===== src/rtl/isr_seed_pkg.sv =====
// Package isr_seed_pkg
// Shared sizing helpers for the inverse square root seed generator.
// Assumes the input width is at least 2.
package isr_seed_pkg;

    // Width of the integer seed for an n-bit fraction input.
    function automatic int seed_width(input int n);
        return (n + 1) / 2;
    endfunction

    // Seed bit index for a leading one at input index k of an n-bit fraction.
    function automatic int seed_index(input int n, input int k);
        return (n - k - 1) / 2;
    endfunction

endpackage


===== src/rtl/isr_lead_scan.sv =====
// Module isr_lead_scan
// Priority scan from the top input bit downward. It marks only the first one
// found. A "placed" flag travels down the chain so that no lower bit can mark
// itself once a one has been taken. Purely combinational.
// Assumes N >= 2.
module isr_lead_scan #(
    parameter int N = 16
) (
    input  logic [N-1:0] x,
    output logic [N-1:0] lead,
    output logic         found
);

    // placed[k] is high when some bit at index k or above is one.
    logic [N:0] placed;

    assign placed[N] = 1'b0;

    genvar k;
    generate
        for (k = N - 1; k >= 0; k--) begin : g_scan
            // Mark bit k only if nothing above it was already taken.
            assign lead[k]   = x[k] & ~placed[k+1];
            // Carry the placed flag down to the next lower position.
            assign placed[k] = placed[k+1] | x[k];
        end
    endgenerate

    // Any one seen anywhere means a seed bit will be placed.
    assign found = placed[0];

endmodule


===== src/rtl/isr_seed_map.sv =====
// Module isr_seed_map
// Folds a one-hot leading-one vector onto the seed. Seed bit j collects the
// input positions whose exponent p = N-k satisfies floor((p-1)/2) == j, that
// is k = N-1-2j and k = N-2-2j. Assumes lead is one-hot or zero.
module isr_seed_map
    import isr_seed_pkg::*;
#(
    parameter int N = 16,
    parameter int W = seed_width(N)
) (
    input  logic [N-1:0] lead,
    output logic [W-1:0] seed
);

    localparam int TOP = N - 1;

    genvar j;
    generate
        for (j = 0; j < W; j++) begin : g_map
            localparam int KHI = TOP - 2 * j;
            localparam int KLO = TOP - 2 * j - 1;
            if (KLO >= 0) begin : g_pair
                // Two exponents share this seed bit.
                assign seed[j] = lead[KHI] | lead[KLO];
            end else begin : g_single
                // Odd N: the bottom seed bit has one source only.
                assign seed[j] = lead[KHI];
            end
        end
    endgenerate

endmodule


===== src/rtl/isr_seed_gen.sv =====
// Module isr_seed_gen
// Top level of the inverse square root seed generator. It takes an N-bit
// unsigned fraction and returns a power-of-two integer seed of
// floor((N+1)/2) bits, with valid low for a zero input.
// Combinational: no clock, no reset, no state. Assumes N >= 2.
module isr_seed_gen
    import isr_seed_pkg::*;
#(
    parameter int N = 16,
    parameter int W = seed_width(N)
) (
    input  logic [N-1:0] x,
    output logic [W-1:0] seed,
    output logic         valid
);

    logic [N-1:0] lead;
    logic         found;

    // Locate the leading one of the fraction.
    isr_lead_scan #(.N(N)) u_scan (
        .x     (x),
        .lead  (lead),
        .found (found)
    );

    // Turn that position into the half-exponent seed bit.
    isr_seed_map #(.N(N), .W(W)) u_map (
        .lead (lead),
        .seed (seed)
    );

    // The seed is meaningful only when a one was found.
    assign valid = found;

endmodule


===== config.mk =====
export PLATFORM = sky130hd
export DESIGN_NAME = isr_seed_gen
export DESIGN_NICKNAME = d
export VERILOG_FILES = /design/src/rtl/isr_seed_pkg.sv /design/src/rtl/isr_lead_scan.sv /design/src/rtl/isr_seed_map.sv /design/src/rtl/isr_seed_gen.sv
export SDC_FILE = /design/constraint.sdc
export NUM_CORES = 1
export LEC_CHECK = 0
export CORE_AREA = 2 2 39 41
export DETAILED_ROUTE_END_ITERATION = 10
export DIE_AREA = 0 0 41 43
export GPL_ROUTABILITY_DRIVEN = 1
export PLACE_DENSITY = 0.57
export SYNTH_ARGS = -nofsm -noshare
export SYNTH_HDL_FRONTEND = slang
export SYNTH_SLANG_ARGS = --single-unit
export TNS_END_PERCENT = 10

===== constraint.sdc =====
create_clock -name vclk -period 1.9
set_input_delay 0.285 -clock vclk [all_inputs]
set_output_delay 0.285 -clock vclk [all_outputs]
set_load 0.02 [all_outputs]

==> impl_metrics.env, run 1 <==
export IMPL_synth_cells=21
export IMPL_vias=243
export IMPL_ys_warn_count=0
export IMPL_stdcell_area_um2=388
export IMPL_die_h_um=43
export IMPL_io_buffer_count=25
export IMPL_yosysSeqAreaShare=0
export IMPL_antenna_left=0
export IMPL_routed_wl_um=520
export IMPL_power_leakage_uw=0.000180
export IMPL_area_growth_pct=223
export IMPL_detailed_place_hpwl_um=464
export IMPL_grt_overflow=0
export IMPL_powerDensity_nw_per_um2=147
export IMPL_via_per_inst=3.86
export IMPL_period_share=0.945
export IMPL_synth_area_per_cell_um2=5.72
export IMPL_hp_class="input pin to output port"
export IMPL_syn_cell_area_um2=120
export IMPL_drc=0
export IMPL_clkbuf_count=0
export IMPL_rsz0062_at_grt="no"
export IMPL_whs_ns=1.06
export IMPL_criticalPathCategory="input pin to output port"
export IMPL_worstMarginPinSlew_ns=0.255
export IMPL_grt_pass1_wl_um=641
export IMPL_die_area_um2=1760
export IMPL_nFillCells=173
export IMPL_required_ns=1.62
export IMPL_relSlewSlack=0.829
export IMPL_grtUsageTotal=0.0470
export IMPL_dpl_instance_area_um2=398
export IMPL_core_region_area_um2=1380
export IMPL_layout_setup_ws_ns=0.105
export IMPL_crit_fanout=4
export IMPL_synth_nets=37
export IMPL_final_cells=63
export IMPL_place_congestion=0.530
export IMPL_place_inst=63
export IMPL_ir_drop_mv=0.0485
export IMPL_whs_path_depth=5
export IMPL_dr_pass1_iters=2
export IMPL_maxCapViolations=0
export IMPL_place_ws_ns=-0.569
export IMPL_start_kind="input pin"
export IMPL_regArea_um2=0
export IMPL_fin_crit_ns=1.80
export IMPL_final_nets=65
export IMPL_antenna_found_initial=0
export IMPL_grt_max_degree=5
export IMPL_wl_per_cell_um=8.25
export IMPL_layout_drive_gt1_share=0.255
export IMPL_slew_violations=0
export IMPL_hp_start="x[15]"
export IMPL_fp_dieW_um=41
export IMPL_holdPathEnd="seed[7]"
export IMPL_final_hold_viol_count=0
export IMPL_io_pins=25
export IMPL_grt_pass1_vias=187
export IMPL_setup_violations=0
export IMPL_design_seq_count=0
export IMPL_antenna_cells=0
export IMPL_endpoint_kind="output port"
export IMPL_synth_distinct_cells=10
export IMPL_fp_row_count=14
export IMPL_timing_fmax_mhz=557
export IMPL_drt_iter0_markers=1
export IMPL_initial_utilization=0.0868
export IMPL_arrival_ns=1.51
export IMPL_status="finished, final reports clean"
-- synth_stat cells --
master,number,area (µm²)
nor4_1,1,6.26
nor3_1,2,10.0
nand2_1,3,11.3
nor4_4,1,21.3
nor2b_1,1,6.26
nor4b_1,1,8.76
or2_1,1,6.26
nor2_1,9,33.8
or3_1,1,6.26
nand3_2,1,10.0
-- stage by stage --
step | setup TNS, ns | utilization | total power [µW]
5_1_grt | 0 | 0.280 | 61.2
4_1_cts | -0.297 | 0.267 | 57.9
3_3_place_gp | -3.15 | 0.288 | 58.9
3_5_place_dp | -3.18 | 0.288 | 59.4
2_1_floorplan | 0 | - | 14.1
6_report | 0 | 0.280 | 57.1
-- cell type report --
type / count / area (µm²) / share of cell area
Tap cell: 16 / 20.0 / 0.0516
Multi-Input combinational cell: 21 / 129 / 0.332
Timing Repair Buffer: 26 / 239 / 0.616
-- logic make-up after synthesis --
| kind of cell | synth area share |
|---|---|
| and+or+nand+nor | 1.00 |
-- per-layer routing --
metal,share of wire,global-route usage,vias to the layer above
met1,0.41,0.0538,99
met3,0.21,0.00524,0
met5,0,0,-
met2,0.38,0.0906,18
li1,-,-,126
met4,0,0,0
-- worst max-delay path, cell delays in order --
cell	delay, ns
clkdlybuf4s50_1	0.42
nor2_1	0.13
nand2_1	0.12
or3_1	0.38
buf_2	0.16
-- cells in the final DEF (no fill, tap or decap) --
cell type,instances
buf_2,5
buf_4,2
clkdlybuf4s15_2,1
clkdlybuf4s50_1,12
dlygate4sd2_1,2
dlymetal6s2s_1,4
nand2_1,3
nand3_2,1
nor2_1,8
nor2_2,1
nor2b_1,1
nor3_1,2
nor4_1,1
nor4_4,1
nor4b_2,1
or2_1,1
or3_1,1
-- where the power goes --
part	total (µW)	switching, µW	internal (µW)
Sequential	0	0	0
Clock	0	0	0
Combinational	57.1	20.4	36.7
-- timing repair --
action,4_1_cts,5_1_grt
hold buffers,0,0
pin swaps,1,2
cloned,0,0
setup endpoints to repair,9,7
setup buffers,0,0
resized for setup,30,6
-- worst max path at each step --
stage,end,cells past startpoint,slack (ns),startpoint
floorplan,seed[7],3,0.13,x[12]
global placement,seed[7],5,-0.56,x[12]
detailed placement,seed[7],5,-0.57,x[12]
CTS,valid,5,-0.12,x[15]
global route,valid,5,0.02,x[9]
finish,valid,5,0.10,x[9]
(Power assumes the default switching activity.)
==> inputs of run 2 (changes only) <==
--- a/config.mk
+++ b/config.mk
@@ -9,7 +9,7 @@
 export DETAILED_ROUTE_END_ITERATION = 10
 export DIE_AREA = 0 0 41 43
 export GPL_ROUTABILITY_DRIVEN = 1
-export PLACE_DENSITY = 0.57
+export PLACE_DENSITY_LB_ADDON = 0.05
 export SYNTH_ARGS = -nofsm -noshare
 export SYNTH_HDL_FRONTEND = slang
 export SYNTH_SLANG_ARGS = --single-unit
==> impl_metrics.env, run 2 (synthesis results as in run 1) <==
export IMPL_status="finished, final reports clean"
export IMPL_clkbuf_count=0
export IMPL_rsz0062_at_grt="yes"
export IMPL_grt_pass1_wl_um=828
export IMPL_final_common_cell="clkdlybuf4s50_1"
export IMPL_die_area_um2=1760
export IMPL_antenna_found_initial=0
export IMPL_wl_per_cell_um=9.21
export IMPL_dpl_instance_area_um2=398
export IMPL_grtUsageTotal=0.0619
export IMPL_regArea_um2=0
export IMPL_design_seq_count=0
export IMPL_grt_max_degree=4
export IMPL_die_h_um=43
export IMPL_maxCapViolations=0
export IMPL_relSlewSlack=0.828
export IMPL_core_region_area_um2=1380
export IMPL_power_leakage_uw=0.000153
export IMPL_via_per_inst=3.83
export IMPL_area_growth_pct=210
export IMPL_ir_drop_mv=0.0520
export IMPL_drt_iter0_markers=2
export IMPL_hp_class="input pin to output port"
export IMPL_postCtsSetupBuffers=0
export IMPL_worstMarginPinSlew_ns=0.256
export IMPL_slew_violations=0
export IMPL_nFillCells=160
export IMPL_mostFrequentLayoutCells="clkdlybuf4s50_1, nor2_1, dlygate4sd2_1, buf_2, nand2_1"
export IMPL_antenna_cells=0
export IMPL_grt_pass1_vias=215
export IMPL_period_share=0.965
export IMPL_stdcell_area_um2=373
export IMPL_layout_drive_gt1_share=0.213
export IMPL_antenna_left=0
export IMPL_crit_fanout=3
export IMPL_ctsHoldBuffers=0
export IMPL_layout_setup_ws_ns=0.0666
export IMPL_place_ws_ns=-0.607
export IMPL_powerDensity_nw_per_um2=148
export IMPL_endpoint_kind="output port"
export IMPL_fp_dieW_um=41
export IMPL_hp_start="x[12]"
export IMPL_fp_row_count=14
export IMPL_required_ns=1.62
export IMPL_initial_utilization=0.0868
export IMPL_final_nets=65
export IMPL_grt_overflow=0
export IMPL_setup_violations=0
export IMPL_routed_wl_um=580
export IMPL_criticalPathCategory="input pin to output port"
export IMPL_io_pins=25
export IMPL_drc=0
export IMPL_io_buffer_count=25
export IMPL_whs_path_depth=5
export IMPL_fin_crit_ns=1.83
export IMPL_dr_pass1_iters=3
export IMPL_place_congestion=0.534
export IMPL_vias=241
export IMPL_arrival_ns=1.55
export IMPL_final_hold_viol_count=0
export IMPL_start_kind="input pin"
export IMPL_holdPathEnd="seed[7]"
export IMPL_detailed_place_hpwl_um=536
export IMPL_timing_fmax_mhz=545
## run 2: worst max-delay path by stage
stage               startpoint  endpoint  slack (ns)  cells past startpoint
floorplan                x[12]   seed[7]        0.13                      3
global placement         x[12]   seed[7]       -0.54                      5
detailed placement       x[12]   seed[7]       -0.61                      5
CTS                       x[7]   seed[6]       0.003                      6
global route             x[15]     valid       -0.01                      5
finish                   x[11]     valid        0.07                      5
## run 2: power by group
part / leakage [µW] / switching [µW] / internal, µW
logic: 0.000153 / 20.5 / 34.5
clock network: 0 / 0 / 0
registers: 0 / 0 / 0
## run 2: final cells by class
| cell class | count | area, µm² | area share |
|---|---|---|---|
| well taps | 16 | 20.0 | 0.0537 |
| multi-input cells | 21 | 129 | 0.346 |
| repair buffers | 26 | 224 | 0.601 |
## run 2: repair_timing
item,4_1_cts,5_1_grt
cloned,0,0
gates resized for setup,30,3
hold endpoints to repair,0,0
endpoints found under the setup margin,8,3
pin swaps,2,0
## run 2: per-stage QoR
step | power (µW) | util | TNS, ns | cells | hold WS [ns]
2_1_floorplan | 14.1 | - | 0 | 21 | 0.656
3_3_place_gp | 58.1 | 0.288 | -3.08 | 63 | 1.63
3_5_place_dp | 58.7 | 0.288 | -3.49 | 63 | 1.64
4_1_cts | 54.6 | 0.268 | 0 | 63 | 1.17
5_1_grt | 59.6 | 0.269 | -0.0193 | 63 | 1.21
6_report | 55.0 | 0.269 | 0 | 63 | 1.16
## run 2: worst max-delay path, stage by stage
cell and delay (ns):
clkdlybuf4s50_1 0.40, nor2_1 0.20, nand3_2 0.13, or3_1 0.37, buf_2 0.17
## run 2: layer usage
| layer | up-vias | part of all wire | GRT usage |
|---|---|---|---|
| li1 | 127 | - | - |
| met1 | 99 | 0.39 | 0.0823 |
| met2 | 15 | 0.49 | 0.113 |
| met3 | 0 | 0.12 | 0 |
| met4 | 0 | 0 | 0 |
| met5 | - | 0 | 0 |
